**src/rtl/ivec_pkg.sv**
```systemverilog
package ivec_pkg;
  typedef enum logic [0:0] {ST_IDLE = 1'b0, ST_READ = 1'b1} fetch_st_t;

  // Table entry size in bytes: a 16-bit offset followed by a 16-bit segment
  localparam int ENTRY_BYTES = 4;
  localparam int IDX_W       = $clog2(ENTRY_BYTES);
endpackage

```
**src/rtl/ivec_hold.sv**
```systemverilog
module ivec_hold #(
  parameter int TYPE_W = 8
) (
  input  logic              clk,
  input  logic              rst,
  input  logic              irq_valid,
  input  logic [TYPE_W-1:0] irq_type,
  input  logic              take,
  output logic              held_valid,
  output logic [TYPE_W-1:0] held_type
);
  // One-entry slot: a request waits here until the sequencer is idle
  always_ff @(posedge clk) begin
    if (rst) begin
      held_valid <= 1'b0;
      held_type  <= '0;
    end else if (take) begin
      held_valid <= irq_valid;
      held_type  <= irq_type;
    end else if (!held_valid && irq_valid) begin
      held_valid <= 1'b1;
      held_type  <= irq_type;
    end
  end

  // a pending request is kept until the sequencer takes it
  a_r7_hold_kept: assert property (@(posedge clk) disable iff (rst)
    (held_valid && !take) |=> (held_valid && $stable(held_type)));
endmodule

```
**src/rtl/ivec_seq.sv**
```systemverilog
module ivec_seq
  import ivec_pkg::*;
#(
  parameter int ADDR_W = 20,
  parameter int TYPE_W = 8,
  parameter int BYTE_W = 8
) (
  input  logic                clk,
  input  logic                rst,
  input  logic                held_valid,
  input  logic [TYPE_W-1:0]   held_type,
  output logic                take,
  output logic [ADDR_W-1:0]   mem_addr,
  output logic                mem_rd,
  input  logic [BYTE_W-1:0]   mem_data,
  input  logic                mem_ready,
  output logic                done,
  output logic [2*BYTE_W-1:0] ptr_seg,
  output logic [2*BYTE_W-1:0] ptr_off
);
  localparam int WORD_W   = 2 * BYTE_W;
  localparam int TABLE_SZ = (1 << TYPE_W) * ENTRY_BYTES;
  localparam logic [IDX_W-1:0] LAST = IDX_W'(ENTRY_BYTES - 1);

  fetch_st_t          st;
  logic [IDX_W-1:0]   idx;
  logic [BYTE_W-1:0]  buf_q [ENTRY_BYTES-1];
  logic [ADDR_W-1:0]  base;
  logic               beat;

  // entry base = type * 4
  assign base = ADDR_W'({held_type, {IDX_W{1'b0}}});
  assign take = (st == ST_IDLE) && held_valid;
  assign beat = (st == ST_READ) && mem_ready;
  assign done = beat && (idx == LAST);

  always_ff @(posedge clk) begin
    if (rst) begin
      st       <= ST_IDLE;
      idx      <= '0;
      mem_rd   <= 1'b0;
      mem_addr <= '0;
    end else begin
      case (st)
        ST_IDLE: if (held_valid) begin
          st       <= ST_READ;
          idx      <= '0;
          mem_rd   <= 1'b1;
          mem_addr <= base;
        end
        ST_READ: if (mem_ready) begin
          if (idx == LAST) begin
            st     <= ST_IDLE;
            mem_rd <= 1'b0;
          end else begin
            idx      <= idx + IDX_W'(1);
            mem_addr <= mem_addr + ADDR_W'(1);
          end
        end
        default: st <= ST_IDLE;
      endcase
    end
  end

  // capture the first three bytes; the last one is used straight from the port
  for (genvar g = 0; g < ENTRY_BYTES - 1; g++) begin : g_cap
    always_ff @(posedge clk) begin
      if (beat && idx == IDX_W'(g)) buf_q[g] <= mem_data;
    end
  end

  logic [ENTRY_BYTES*BYTE_W-1:0] entry;
  assign entry   = {mem_data, buf_q[2], buf_q[1], buf_q[0]};
  assign ptr_off = entry[WORD_W-1:0];
  assign ptr_seg = entry[2*WORD_W-1:WORD_W];

  // a read in wait state keeps its request and address
  a_r9_wait_hold: assert property (@(posedge clk) disable iff (rst)
    (mem_rd && !mem_ready) |=> (mem_rd && $stable(mem_addr)));
  // reads step up one byte at a time within an entry
  a_r4_ascending: assert property (@(posedge clk) disable iff (rst)
    (mem_rd && mem_ready && idx != LAST) |=> (mem_addr == $past(mem_addr) + ADDR_W'(1)));
  // reads stay inside the pointer table
  a_r3_in_table: assert property (@(posedge clk) disable iff (rst)
    mem_rd |-> (mem_addr < ADDR_W'(TABLE_SZ)));
endmodule

```
**src/rtl/ivec_out.sv**
```systemverilog
module ivec_out #(
  parameter int          WORD_W    = 16,
  parameter logic [15:0] RESET_SEG = 16'hFFFF,
  parameter logic [15:0] RESET_OFF = 16'h0000
) (
  input  logic              clk,
  input  logic              rst,
  input  logic              done,
  input  logic [WORD_W-1:0] ptr_seg,
  input  logic [WORD_W-1:0] ptr_off,
  output logic [WORD_W-1:0] new_seg,
  output logic [WORD_W-1:0] new_off,
  output logic              load
);
  logic boot_pend;

  always_ff @(posedge clk) begin
    if (rst) begin
      new_seg   <= WORD_W'(RESET_SEG);
      new_off   <= WORD_W'(RESET_OFF);
      load      <= 1'b0;
      boot_pend <= 1'b1;
    end else if (boot_pend) begin
      load      <= 1'b1;
      boot_pend <= 1'b0;
    end else if (done) begin
      new_seg <= ptr_seg;
      new_off <= ptr_off;
      load    <= 1'b1;
    end else begin
      load <= 1'b0;
    end
  end

  // strobe lasts one clock
  a_r6_one_clock: assert property (@(posedge clk) disable iff (rst)
    load |=> !load);
  // the pointer changes only together with the strobe
  a_r6_seg_with_load: assert property (@(posedge clk) disable iff (rst)
    !$stable(new_seg) |-> load);
  a_r6_off_with_load: assert property (@(posedge clk) disable iff (rst)
    !$stable(new_off) |-> load);
endmodule

```
**src/rtl/ivec_fetch.sv**
```systemverilog
module ivec_fetch #(
  parameter int          ADDR_W    = 20,
  parameter int          TYPE_W    = 8,
  parameter int          BYTE_W    = 8,
  parameter logic [15:0] RESET_SEG = 16'hFFFF,
  parameter logic [15:0] RESET_OFF = 16'h0000
) (
  input  logic                clk,
  input  logic                rst,
  input  logic                irq_valid,
  input  logic [TYPE_W-1:0]   irq_type,
  output logic [ADDR_W-1:0]   mem_addr,
  output logic                mem_rd,
  input  logic [BYTE_W-1:0]   mem_data,
  input  logic                mem_ready,
  output logic [2*BYTE_W-1:0] new_seg,
  output logic [2*BYTE_W-1:0] new_off,
  output logic                load
);
  localparam int WORD_W = 2 * BYTE_W;

  logic              take, held_valid, done;
  logic [TYPE_W-1:0] held_type;
  logic [WORD_W-1:0] ptr_seg, ptr_off;

  ivec_hold #(.TYPE_W(TYPE_W)) u_hold (
    .clk(clk), .rst(rst), .irq_valid(irq_valid), .irq_type(irq_type),
    .take(take), .held_valid(held_valid), .held_type(held_type)
  );

  ivec_seq #(.ADDR_W(ADDR_W), .TYPE_W(TYPE_W), .BYTE_W(BYTE_W)) u_seq (
    .clk(clk), .rst(rst), .held_valid(held_valid), .held_type(held_type),
    .take(take), .mem_addr(mem_addr), .mem_rd(mem_rd), .mem_data(mem_data),
    .mem_ready(mem_ready), .done(done), .ptr_seg(ptr_seg), .ptr_off(ptr_off)
  );

  ivec_out #(.WORD_W(WORD_W), .RESET_SEG(RESET_SEG), .RESET_OFF(RESET_OFF)) u_out (
    .clk(clk), .rst(rst), .done(done), .ptr_seg(ptr_seg), .ptr_off(ptr_off),
    .new_seg(new_seg), .new_off(new_off), .load(load)
  );
endmodule

```
**config.mk**
```make
export PLATFORM = sky130hd
export DESIGN_NAME = ivec_fetch
export DESIGN_NICKNAME = d
export VERILOG_FILES = /design/src/rtl/ivec_pkg.sv /design/src/rtl/ivec_hold.sv /design/src/rtl/ivec_seq.sv /design/src/rtl/ivec_out.sv /design/src/rtl/ivec_fetch.sv
export SDC_FILE = /design/constraint.sdc
export NUM_CORES = 1
export LEC_CHECK = 0
export BUFFER_PORTS_ARGS = -buffer_cell sky130_fd_sc_hd__buf_2
export CAP_MARGIN = 20
export CORE_ASPECT_RATIO = 1.2
export CORE_MARGIN = 4
export CORE_UTILIZATION = 49
export CTS_BUF_LIST = sky130_fd_sc_hd__clkbuf_16
export DETAILED_ROUTE_END_ITERATION = 7
export GPL_TIMING_DRIVEN = 0
export PLACE_DENSITY = 0.8
export SLEW_MARGIN = 30
export SYNTH_ARGS = -nofsm -noshare
export SYNTH_HDL_FRONTEND = slang
export SYNTH_SLANG_ARGS = --single-unit
```
**constraint.sdc**
```tcl
create_clock -name clk -period 1.9 [get_ports clk]
set_input_delay 0.475 -clock clk [delete_from_list [all_inputs] [get_ports clk]]
set_output_delay 0.475 -clock clk [all_outputs]
set_load 0.02 [all_outputs]
```
==> flow_summary.toml <==
[status]
outcome = "finished, final reports clean"

[timing]
fmax_ghz = 0.548
drv_slew = 0
slew_headroom_pct = 63.1
fin_crit_sh_pct = 96.0
setup_violations = 0
rsz0062_at_grt = "true"
skew_ns = 0.00511
fin_ws_ns = 0.0754
hold_viol_final = 0
tns_ns = 0
period_minus_slack_ns = 1.82
worst_slew_pin_slew_ns = 0.553

[place]
post-place-ws_ns = -0.122
portBuffers = 73
gp_congestion = 0.828
dpl.hpwl_microns = 5770

[synth]
yosys-top-cells-count = "nand2_1, dfxtp_1, a21oi_1"
postSynthCellCount = 363
async_flop_share_pct = 0
synth_edf_count = 24
synth_compound_area_share_pct = 12.0
synth_area_per_cell_sq_um = 9.84
synth.most_common_cell = "nand2_1"
synth_warnings = 0
ys_seq_area_share_pct = 57.7
syn-cell-area_sq_um = 3570
synth_top_family_by_area = "simple AND/OR/NAND/NOR gates"
synth_top_area_share_pct = 37.6
synth-simple-area-share_pct = 22.0
synth_mux_area_share_pct = 2.52
yosysUniqueCellTypes = 42
ys_ff_latch = 91
synth_xor_area_share_pct = 0.245
yosys.area.top_type = "dfxtp_1"
syn_nets = 388
synthAdderAreaFrac_pct = 1.75
yosys-top-cells-area = "dfxtp_1, edfxtp_1, nand2_1"
synth_ff_type = "dfxtp_1"

[layout]
num_antenna_cells = 0
drive_gt1_share_pct = 26.4
area_delta_synth_final_pct = 24.7
fin_nets = 479

[grt]
antenna_found_initial = 0
grt_pass1_vias = 2792
grt_pass1_wl_microns = 13300
globalRouteOverflowTotal = 0
grtUsageTotal_pct = 19.6
grt_max_degree = 18

[pwr]
leakagePower_nw = 1.81
ir_drop_uv = 523
p_total_mw = 4.10
combPwrFrac_pct = 5.5
p_per_area_nw_per_um2 = 921
clkPwrFrac_pct = 44.5
intPower_mw = 3.15
swShare_pct = 23.2
seqPwrFrac_pct = 50.1
p_switching_mw = 0.951

[clocking]
ctsHoldBuffers = 0
clock_sinks = 91
cts_htree_levels = 3
clkLatencyLatePin_ns = 0.34
numCtsBuffers = 9
root_buffer = "clkbuf_16"
clk_pin_slew_ns = 0.07
cts_buffer_depth = 2
cts_tree = "built"

[detailed_routing]
via_per_inst = 5.40
drt_iter0_drc = 160
drt_wl_total_microns = 8310
drt-pass1-iter-count = 4
vias = 2950
wl_per_cell_microns = 15.2
final_antenna_net_count = 0
post-route-drc-count = 0

[critical_path]
worstReg2RegEnd = "u_seq.mem_addr[13]"
arrival_ns = 2.09
end_kind = "flip-flop"
crit_type = "reg2reg"
regToRegSetupSlack_ns = 0.08
worstRegToRegCells = 6
cp_max_fo = 5
reg2reg_from = "u_seq.idx[0]"
critical_path_required_ns = 2.17
cp_cell_sequence = "ha_4 -> and3b_2 -> o2111ai_4 -> buf_6 -> or4_4 -> a21oi_2"
slowest_delay_ns = 0.48
slowest_stage = "or4_4"
worst_setup_path_start_kind = "flip-flop"

[hold_path]
worstHoldPathType = "in2reg"
min_path_cells = 1
whs_endpoint = "u_out.boot_pend"
min-delay-start = "rst"

[floorplan]
start_util_pct = 51.2
core_sq_um = 6980
rows = 33
pin_count = 74
die_h_microns = 102
dieArea_sq_um = 8720
chipWidth_microns = 85.9

[flow_run]
maxCapViolations = 0
## sequential cells by signal (all words and copies together), names as in the netlist, 2 cells and up
register and cells:
u_hold.held_type 8, new_seg 8, u_seq.idx 2, new_off 16, u_seq.buf_q 24, u_seq.mem_addr 20, u_out.new_seg 8
## power by group through the flow
stage	sequential [mW]	combinational (mW)	clock, mW
5_1_grt	2.06	0.248	1.94
2_1_floorplan	2.10	0.124	0
3_3_place_gp	2.10	0.210	0
6_report	2.05	0.225	1.82
3_5_place_dp	2.10	0.214	0
4_1_cts	2.05	0.224	1.85
## worst max-delay path by stage
stage,startpoint,endpoint,slack [ns],cells after the start
4_1_cts,u_seq.idx[0],u_seq.mem_addr[13],0.0004,7
2_1_floorplan,u_seq.idx[0],u_seq.mem_addr[13],0.07,7
3_3_place_gp,u_seq.idx[0],u_seq.mem_addr[13],-0.05,7
3_5_place_dp,u_seq.idx[0],u_seq.mem_addr[13],-0.12,7
5_1_grt,u_seq.idx[0],u_seq.mem_addr[19],-0.01,6
6_report,u_seq.idx[0],u_seq.mem_addr[13],0.08,6
## through the flow
step | cells | hold WS, ns | area, sq um | util (%)
after detailed placement | 523 | 0.448 | 4050 | 58.0
after global routing | 546 | 0.286 | 4450 | 63.8
after floorplan | 363 | 0.433 | 3570 | -
final | 546 | 0.290 | 4450 | 63.8
after global placement | 523 | 0.441 | 4050 | 58.0
after CTS | 547 | 0.283 | 4440 | 63.6
## critical path: cells and delay by family, from the launching register on
family | cells | cell delay [ns]
adders and majority gates | 1 | 0.16
AOI/OAI and AO/OA | 2 | 0.29
buffers and inverters | 1 | 0.17
and+or+nand+nor | 2 | 0.78
DFF | 1 | 0.35
## logic make-up after synthesis
group           Yosys count
fa+ha+maj                 5
mux                       9
buf+inv                  29
xor+xnor                  1
flops                    91
simple gates            158
compound gates           70
## layer usage
metal | vias to the layer above | GRT usage [%] | share of wire (%)
met1 | 1375 | 23.1 | 42
met5 | - | 0 | 0
met3 | 12 | 4.07 | 6.9
met4 | 0 | 9.87 | 1.7
met2 | 108 | 33.6 | 50
li1 | 1455 | - | -
## cell usage in the layout (no fill, tap or decap), drive strengths merged, types with 6 or more instances in the layout
master / count
o31ai: 6
nand2: 74
and3: 7
or4: 7
a21oi: 37
dfxtp: 67
nor2: 21
o21ai: 12
clkbuf: 25
buf: 86
nand3b: 17
mux2i: 9
inv: 8
nand3: 8
edfxtp: 24
## area by class of cell
type	instances	area [sq um]
buffer	21	97.6
sequential	91	2070
fill	531	2520
tap	87	109
inverter	7	26.3
clock buffer	9	225
clock inverter	7	88.8
timing repair buffer	81	425
multi-input combinational	243	1410
## what timing repair did
action / CTS / global route
pin swaps: 2 / 4
setup buffers: 8 / 0
resized for setup: 7 / 13
endpoints found under the setup margin: 8 / 68
(Power assumes the default switching activity.)
